--- src/rtl/lbus_rd_pkg.sv ---
package lbus_rd_pkg;

    typedef enum logic [2:0] {
        ST_IDLE,
        ST_ADDR,
        ST_LATCH,
        ST_CLAIM,
        ST_DELAY,
        ST_WAIT,
        ST_RET
    } lbr_state_e;

    typedef struct packed {
        logic ads_n;
        logic cyc_n;
        logic wr_rd_n;
        logic rdyret_n;
        logic aen_n;
    } lbr_pins_t;

    localparam lbr_pins_t PINS_IDLE = '{ads_n: 1'b1, cyc_n: 1'b1, wr_rd_n: 1'b1,
                                        rdyret_n: 1'b1, aen_n: 1'b1};

    function automatic lbr_pins_t pins_for(input lbr_state_e s);
        lbr_pins_t p;
        p = PINS_IDLE;
        if (s != ST_IDLE) begin
            p.aen_n   = 1'b0;
            p.wr_rd_n = 1'b0;
        end
        if (s == ST_ADDR)
            p.ads_n = 1'b0;
        if (s == ST_CLAIM || s == ST_DELAY || s == ST_WAIT || s == ST_RET)
            p.cyc_n = 1'b0;
        if (s == ST_RET)
            p.rdyret_n = 1'b0;
        return p;
    endfunction

endpackage

--- src/rtl/lbus_rd_timer.sv ---
module lbus_rd_timer #(
    parameter int LIMIT = 16
) (
    input  logic clk,
    input  logic rst,
    input  logic clr,
    input  logic run,
    output logic expired
);
    localparam int CW = $clog2(LIMIT + 1);

    logic [CW-1:0] cnt_q;

    always_ff @(posedge clk) begin
        if (rst || clr)
            cnt_q <= '0;
        else if (run && !expired)
            cnt_q <= cnt_q + 1'b1;
    end

    assign expired = run && (cnt_q == CW'(LIMIT - 1));

    // the wait counter never runs past the limit
    a_r9_count_bound: assert property (@(posedge clk) disable iff (rst)
        cnt_q < CW'(LIMIT));

endmodule

--- src/rtl/lbus_rd_seq.sv ---
module lbus_rd_seq
    import lbus_rd_pkg::*;
(
    input  logic       clk,
    input  logic       rst,
    input  logic       req_fire,
    input  logic       claim_n,
    input  logic       srdy_n,
    input  logic       expired,
    output lbr_state_e state_q,
    output lbr_state_e state_d,
    output logic       tmr_clr,
    output logic       tmr_run,
    output logic       capture,
    output logic       finish,
    output logic       abort
);

    always_comb begin
        state_d = state_q;
        unique case (state_q)
            ST_IDLE:  if (req_fire) state_d = ST_ADDR;
            ST_ADDR:  state_d = ST_LATCH;
            ST_LATCH: state_d = ST_CLAIM;
            ST_CLAIM: begin
                if (!claim_n)     state_d = ST_DELAY;
                else if (expired) state_d = ST_IDLE;
            end
            ST_DELAY: state_d = ST_WAIT;
            ST_WAIT: begin
                if (!srdy_n)      state_d = ST_RET;
                else if (expired) state_d = ST_IDLE;
            end
            ST_RET:   if (srdy_n) state_d = ST_IDLE;
            default:  state_d = ST_IDLE;
        endcase
    end

    always_ff @(posedge clk) begin
        if (rst) state_q <= ST_IDLE;
        else     state_q <= state_d;
    end

    assign tmr_run = (state_q == ST_CLAIM) || (state_q == ST_WAIT);
    assign tmr_clr = (state_d != state_q);
    assign capture = (state_q == ST_WAIT) && !srdy_n;
    assign finish  = (state_q == ST_RET) && srdy_n;
    assign abort   = ((state_q == ST_CLAIM) && claim_n && expired) ||
                     ((state_q == ST_WAIT) && srdy_n && expired);

    // the delay phase is only reached after a sampled claim
    a_r5_claim_before_delay: assert property (@(posedge clk) disable iff (rst)
        (state_q == ST_DELAY) |-> !$past(claim_n));

    // the ready wait always follows exactly one delay cycle
    a_r6_delay_one_cycle: assert property (@(posedge clk) disable iff (rst)
        (state_q == ST_DELAY) |=> (state_q == ST_WAIT));

endmodule

--- src/rtl/lbus_rd_pins.sv ---
module lbus_rd_pins
    import lbus_rd_pkg::*;
#(
    parameter int ADDR_W = 16,
    parameter int BE_W   = 4
) (
    input  logic              clk,
    input  logic              rst,
    input  logic              load,
    input  logic [ADDR_W-1:0] addr_in,
    input  logic [BE_W-1:0]   be_in,
    input  lbr_state_e        state_d,
    output lbr_pins_t         pins_q,
    output logic [ADDR_W-1:0] addr_q,
    output logic [BE_W-1:0]   be_q
);

    always_ff @(posedge clk) begin
        if (rst) begin
            pins_q <= PINS_IDLE;
            addr_q <= '0;
            be_q   <= '1;
        end else begin
            pins_q <= pins_for(state_d);
            if (load) begin
                addr_q <= addr_in;
                be_q   <= be_in;
            end
        end
    end

    // the address strobe is a single-cycle pulse
    a_r3_ads_one_cycle: assert property (@(posedge clk) disable iff (rst)
        !pins_q.ads_n |=> pins_q.ads_n);

    // address and enables stay put across the strobe's rising edge
    a_r3_addr_stable: assert property (@(posedge clk) disable iff (rst)
        !pins_q.ads_n |=> ($stable(addr_q) && $stable(be_q)));

    // the cycle strobe falls two cycles after the address strobe was low
    a_r4_cyc_after_latch: assert property (@(posedge clk) disable iff (rst)
        $fell(pins_q.cyc_n) |-> ($past(pins_q.ads_n) && !$past(pins_q.ads_n, 2)));

endmodule

--- src/rtl/lbus_rd_master.sv ---
module lbus_rd_master
    import lbus_rd_pkg::*;
#(
    parameter int ADDR_W     = 16,
    parameter int DATA_W     = 32,
    parameter int TMO_CYCLES = 16
) (
    input  logic                clk,
    input  logic                rst,
    input  logic                req_valid,
    output logic                req_ready,
    input  logic [ADDR_W-1:0]   req_addr,
    input  logic [DATA_W/8-1:0] req_be_n,
    output logic                rsp_done,
    output logic                rsp_err,
    output logic [DATA_W-1:0]   rsp_data,
    output logic [ADDR_W-1:0]   lb_addr,
    output logic [DATA_W/8-1:0] lb_be_n,
    output logic                lb_aen_n,
    output logic                lb_ads_n,
    output logic                lb_cyc_n,
    output logic                lb_wr_rd_n,
    output logic                lb_rdyret_n,
    input  logic                lb_claim_n,
    input  logic                lb_srdy_n,
    input  logic [DATA_W-1:0]   lb_data
);
    localparam int BE_W = DATA_W / 8;

    lbr_state_e state_q, state_d;
    lbr_pins_t  pins_q;
    logic       req_fire, tmr_clr, tmr_run, expired;
    logic       capture, finish, abort;
    logic       done_q, err_q;
    logic [DATA_W-1:0] data_q;

    assign req_ready = (state_q == ST_IDLE) && lb_srdy_n;
    assign req_fire  = req_valid && req_ready;

    lbus_rd_seq i_seq (
        .clk      (clk),
        .rst      (rst),
        .req_fire (req_fire),
        .claim_n  (lb_claim_n),
        .srdy_n   (lb_srdy_n),
        .expired  (expired),
        .state_q  (state_q),
        .state_d  (state_d),
        .tmr_clr  (tmr_clr),
        .tmr_run  (tmr_run),
        .capture  (capture),
        .finish   (finish),
        .abort    (abort)
    );

    lbus_rd_timer #(.LIMIT(TMO_CYCLES)) i_timer (
        .clk     (clk),
        .rst     (rst),
        .clr     (tmr_clr),
        .run     (tmr_run),
        .expired (expired)
    );

    lbus_rd_pins #(.ADDR_W(ADDR_W), .BE_W(BE_W)) i_pins (
        .clk     (clk),
        .rst     (rst),
        .load    (req_fire),
        .addr_in (req_addr),
        .be_in   (req_be_n),
        .state_d (state_d),
        .pins_q  (pins_q),
        .addr_q  (lb_addr),
        .be_q    (lb_be_n)
    );

    always_ff @(posedge clk) begin
        if (rst) begin
            done_q <= 1'b0;
            err_q  <= 1'b0;
            data_q <= '0;
        end else begin
            done_q <= finish || abort;
            if (finish) err_q <= 1'b0;
            if (capture) data_q <= lb_data;
            if (abort) begin
                err_q  <= 1'b1;
                data_q <= '0;
            end
        end
    end

    assign rsp_done    = done_q;
    assign rsp_err     = err_q;
    assign rsp_data    = data_q;
    assign lb_aen_n    = pins_q.aen_n;
    assign lb_ads_n    = pins_q.ads_n;
    assign lb_cyc_n    = pins_q.cyc_n;
    assign lb_wr_rd_n  = pins_q.wr_rd_n;
    assign lb_rdyret_n = pins_q.rdyret_n;

    // an accepted request starts the address phase on the next cycle
    a_r2_accept_starts: assert property (@(posedge clk) disable iff (rst)
        (req_valid && req_ready) |=> !lb_ads_n);

    // ready-return only follows a sampled ready
    a_r7_ret_after_ready: assert property (@(posedge clk) disable iff (rst)
        $fell(lb_rdyret_n) |-> !$past(lb_srdy_n));

    // completion is a single-cycle pulse
    a_r7_done_pulse: assert property (@(posedge clk) disable iff (rst)
        rsp_done |=> !rsp_done);

    // read select held while the peripheral still drives ready
    a_r8_wr_held: assert property (@(posedge clk) disable iff (rst)
        (!lb_srdy_n && !lb_rdyret_n) |-> !lb_wr_rd_n);

    // an error completion leaves the bus idle
    a_r9_err_idle: assert property (@(posedge clk) disable iff (rst)
        (rsp_done && rsp_err) |-> (lb_cyc_n && lb_wr_rd_n && lb_aen_n && (rsp_data == '0)));

endmodule

--- config.mk ---
export PLATFORM = sky130hd
export DESIGN_NAME = lbus_rd_master
export DESIGN_NICKNAME = d
export VERILOG_FILES = /design/src/rtl/lbus_rd_pkg.sv /design/src/rtl/lbus_rd_timer.sv /design/src/rtl/lbus_rd_seq.sv /design/src/rtl/lbus_rd_pins.sv /design/src/rtl/lbus_rd_master.sv
export SDC_FILE = /design/constraint.sdc
export NUM_CORES = 1
export LEC_CHECK = 0
export BUFFER_PORTS_ARGS = -buffer_cell sky130_fd_sc_hd__buf_2
export CAP_MARGIN = 40
export CORE_MARGIN = 1
export CORE_UTILIZATION = 52
export CTS_BUF_LIST = sky130_fd_sc_hd__clkbuf_8
export DETAILED_ROUTE_END_ITERATION = 8
export GPL_ROUTABILITY_DRIVEN = 0
export PLACE_DENSITY = 0.88
export SETUP_SLACK_MARGIN = 0.15
export SYNTH_ARGS = -nofsm -noshare
export SYNTH_HDL_FRONTEND = slang
export SYNTH_SLANG_ARGS = --single-unit
--- constraint.sdc ---
create_clock -name clk -period 3.6 [get_ports clk]
set_clock_uncertainty 0.2 [all_clocks]
set_input_delay 0.54 -clock clk [delete_from_list [all_inputs] [get_ports clk]]
set_output_delay 0.54 -clock clk [all_outputs]
set_load 0.005 [all_outputs]
==> flow_metrics.tcl <==
set metrics [dict create \
    yosys_warnings 0 \
    ff2ff_path_depth 7 \
    setup_viol 0 \
    hold_depth 3 \
    num_vias 2434 \
    yosys.area_share.xor_xnor_pct 1.72 \
    final_max_slew_viol_count 0 \
    die_w_um 72.0 \
    ir_drop_uv 295 \
    htree_levels 3 \
    worstPathRequired_ns 3.65 \
    drt_wl_total_um 5900 \
    drt_first_pass_iters 5 \
    hold_viol 0 \
    rows 25 \
    critPathLaunchType "flop" \
    clock_path_buffers 2 \
    cap_violations 0 \
    clk_latency_ns 0.32 \
    regToRegEndpoint "i_timer.cnt_q[4]" \
    status "finished, final reports clean" \
    ctsHoldBuffers 0 \
    leakage_uw 0.00144 \
    finalCritPeriodShare_pct 64.9 \
    holdPathEnd "i_pins.be_q[2]" \
    diodes 0 \
    ys_types 37 \
    viasPerCell 5.00 \
    dp_hpwl_um 4030 \
    grt_antenna_before_repair 0 \
    max_freq_mhz 428 \
    hp-start "req_be_n[2]" \
    critPathMaxFanout 8 \
    cts_tree "done" \
    r2r_setup_slack_ns 1.26 \
    final_nets 475 \
    power_density_nw_per_um2 448 \
    tightest_slew_ns 0.750 \
    track_usage_pct 22.6 \
    slew_headroom_pct 50.0 \
    timing.rr.start "i_timer.cnt_q[0]" \
    synth-seq-area-share_pct 51.8 \
    finalWorstSetupSlack_ns 1.26 \
    drt_iter0_drc 181 \
    grt_pass1_vias 2075 \
    start_util_pct 54.0 \
    cts.reportedPaths.clkPinSlew_ns 0.07 \
    ios 117 \
    synth_compound_area_share_pct 15.0 \
    cp.arrival_ns 2.38 \
    cts.sink_count 66 \
    async_reset_ff_share_pct 0 \
    preCtsSetupSlack_ns 1.30 \
    synth_edf_count 0 \
    crit_chain "ha_1 -> and3_1 -> ha_1 -> nor3b_2 -> a32oi_1 -> or4_4 -> a211oi_2" \
    min_period_ns 2.34 \
    cts_resized 0 \
    synth_adder_area_share_pct 0.982 \
    critical_path_class "flop to flop" \
    synth-main-ff-cell "dfxtp_1" \
    die_y_um 72.0 \
    post_cts_buffers 0 \
    clock_tree.root_cell "clkbuf_8" \
    grt_pass1_wl_um 9160 \
    die-area_um2 5190 \
    rsz0062_at_grt "false" \
    cts_buffers 9 \
    end_kind "flop" \
    wl_per_cell_um 12.1 \
    port_buffers 116 \
    setup_tns_ns 0 \
    mappedNetlistNets 372 \
    syn_avg_cell_area_um2 8.14 \
    yosys_register_bits 66 \
    ant_nets 0 \
    slowest_stage "or4_4" \
    synthCells 313 \
    drc 0 \
    synth_area_um2 2550 \
    crit_top_cell "ha_1" \
    grt_start_max_net_pins 33 \
    areaGrowthSynthToFinish_pct 28.8 \
    drive_gt1_share_pct 32.6 \
    core_area_um2 4720 \
    synth_mux_area_share_pct 0 \
    synth-simple-area-share_pct 25.5 \
    grt_overflow_total 0 \
    min-delay-path-class "primary input to flop" \
    cpPeakStageDelay_ns 0.58 \
    synth_top_family_by_area "simple AND/OR/NAND/NOR gates" \
]
==> layout by cell type (no fill, tap or decap), types with 2 or more instances in the layout <==
cell,instances
clkbuf_8,10
clkinv_2,2
nand2_1,111
inv_1,3
buf_2,116
ha_1,2
nor3_1,2
dfxtp_1,66
o21ai_0,3
nor2_1,10
xnor2_1,5
a211oi_1,3
nand3_1,4
nand3b_1,5
a21oi_1,54
==> critical path: cells and delay by family (launching register included) <==
family	cells	cell delay (ns)
AND/OR/NAND/NOR	3	0.99
adder cells (fa/ha/maj)	2	0.48
flip-flops	1	0.34
AO/OA/AOI/OAI	2	0.25
==> final cells by class <==
type                       instances  area, um2
fill                             383       1440
sequential                        66       1320
multi-input combinational        221       1100
timing repair buffer             117        588
clock buffer                      10        138
tap                               67       83.8
clock inverter                     5       47.5
inverter                           1       3.75
==> sequential cells by signal (all words and copies together) (netlist names) <==
register       cells
i_seq.state_q      3
i_pins.be_q        4
rsp_data          32
i_pins.addr_q     16
i_timer.cnt_q      5
rsp_done           1
i_pins.pins_q      4
rsp_err            1
==> report_power, final <==
part | internal, uW | leakage [uW] | switching (uW)
clock | 327 | 0.000105 | 249
sequential | 750 | 0.000535 | 17.6
combinational | 61.2 | 0.000801 | 67.0
total | 1140 | 0.00144 | 334
==> cell usage after synthesis (2+ instances only) <==
cell / n / share of area, %
a211oi_1: 3 / 0.88
a21oi_1: 54 / 11
buf_2: 11 / 2.2
buf_4: 4 / 1.2
clkbuf_1: 10 / 1.5
dfxtp_1: 66 / 52
ha_1: 2 / 0.98
nand2_1: 111 / 16
nand3_1: 4 / 0.79
nand3b_1: 5 / 1.5
nor2_1: 10 / 1.5
nor3_1: 2 / 0.39
o21ai_0: 3 / 0.59
xnor2_1: 5 / 1.7
==> metal layers <==
layer  track usage, %  part of all wire, %
met1             26.9                   44
met2             37.6                   49
met3             7.22                  5.1
met4             10.0                  2.1
met5                0                    0
==> logic make-up after synthesis <==
kind of cell | Yosys count
buffers and inverters | 26
AO/OA/AOI/OAI | 68
XOR/XNOR | 5
AND/OR/NAND/NOR | 146
flip-flops | 66
adder cells (fa/ha/maj) | 2
==> stage by stage <==
| stage | hold slack [ns] | std cells | area [um2] | power, uW | util (%) |
|---|---|---|---|---|---|
| final | 0.231 | 487 | 3280 | 1470 | 69.5 |
| after global routing | 0.230 | 487 | 3280 | 1530 | 69.5 |
| after CTS | 0.216 | 487 | 3280 | 1480 | 69.5 |
| after detailed placement | 0.243 | 472 | 3100 | 911 | 65.6 |
| after global placement | 0.239 | 472 | 3100 | 907 | 65.6 |
| after floorplan | 0.251 | 313 | 2550 | 854 | - |
==> how the worst max path moves through the flow <==
| stage | startpoint | to | slack, ns | depth (start not counted) |
|---|---|---|---|---|
| floorplan | i_timer.cnt_q[0] | i_timer.cnt_q[4] | 1.47 | 7 |
| global placement | lb_srdy_n | i_pins.addr_q[4] | 1.36 | 5 |
| detailed placement | i_timer.cnt_q[0] | i_timer.cnt_q[4] | 1.30 | 7 |
| CTS | i_timer.cnt_q[0] | i_timer.cnt_q[4] | 1.27 | 7 |
| global route | i_seq.state_q[2] | rsp_data[23] | 1.06 | 4 |
| finish | i_timer.cnt_q[0] | i_timer.cnt_q[4] | 1.26 | 7 |
(Power assumes the default switching activity.)
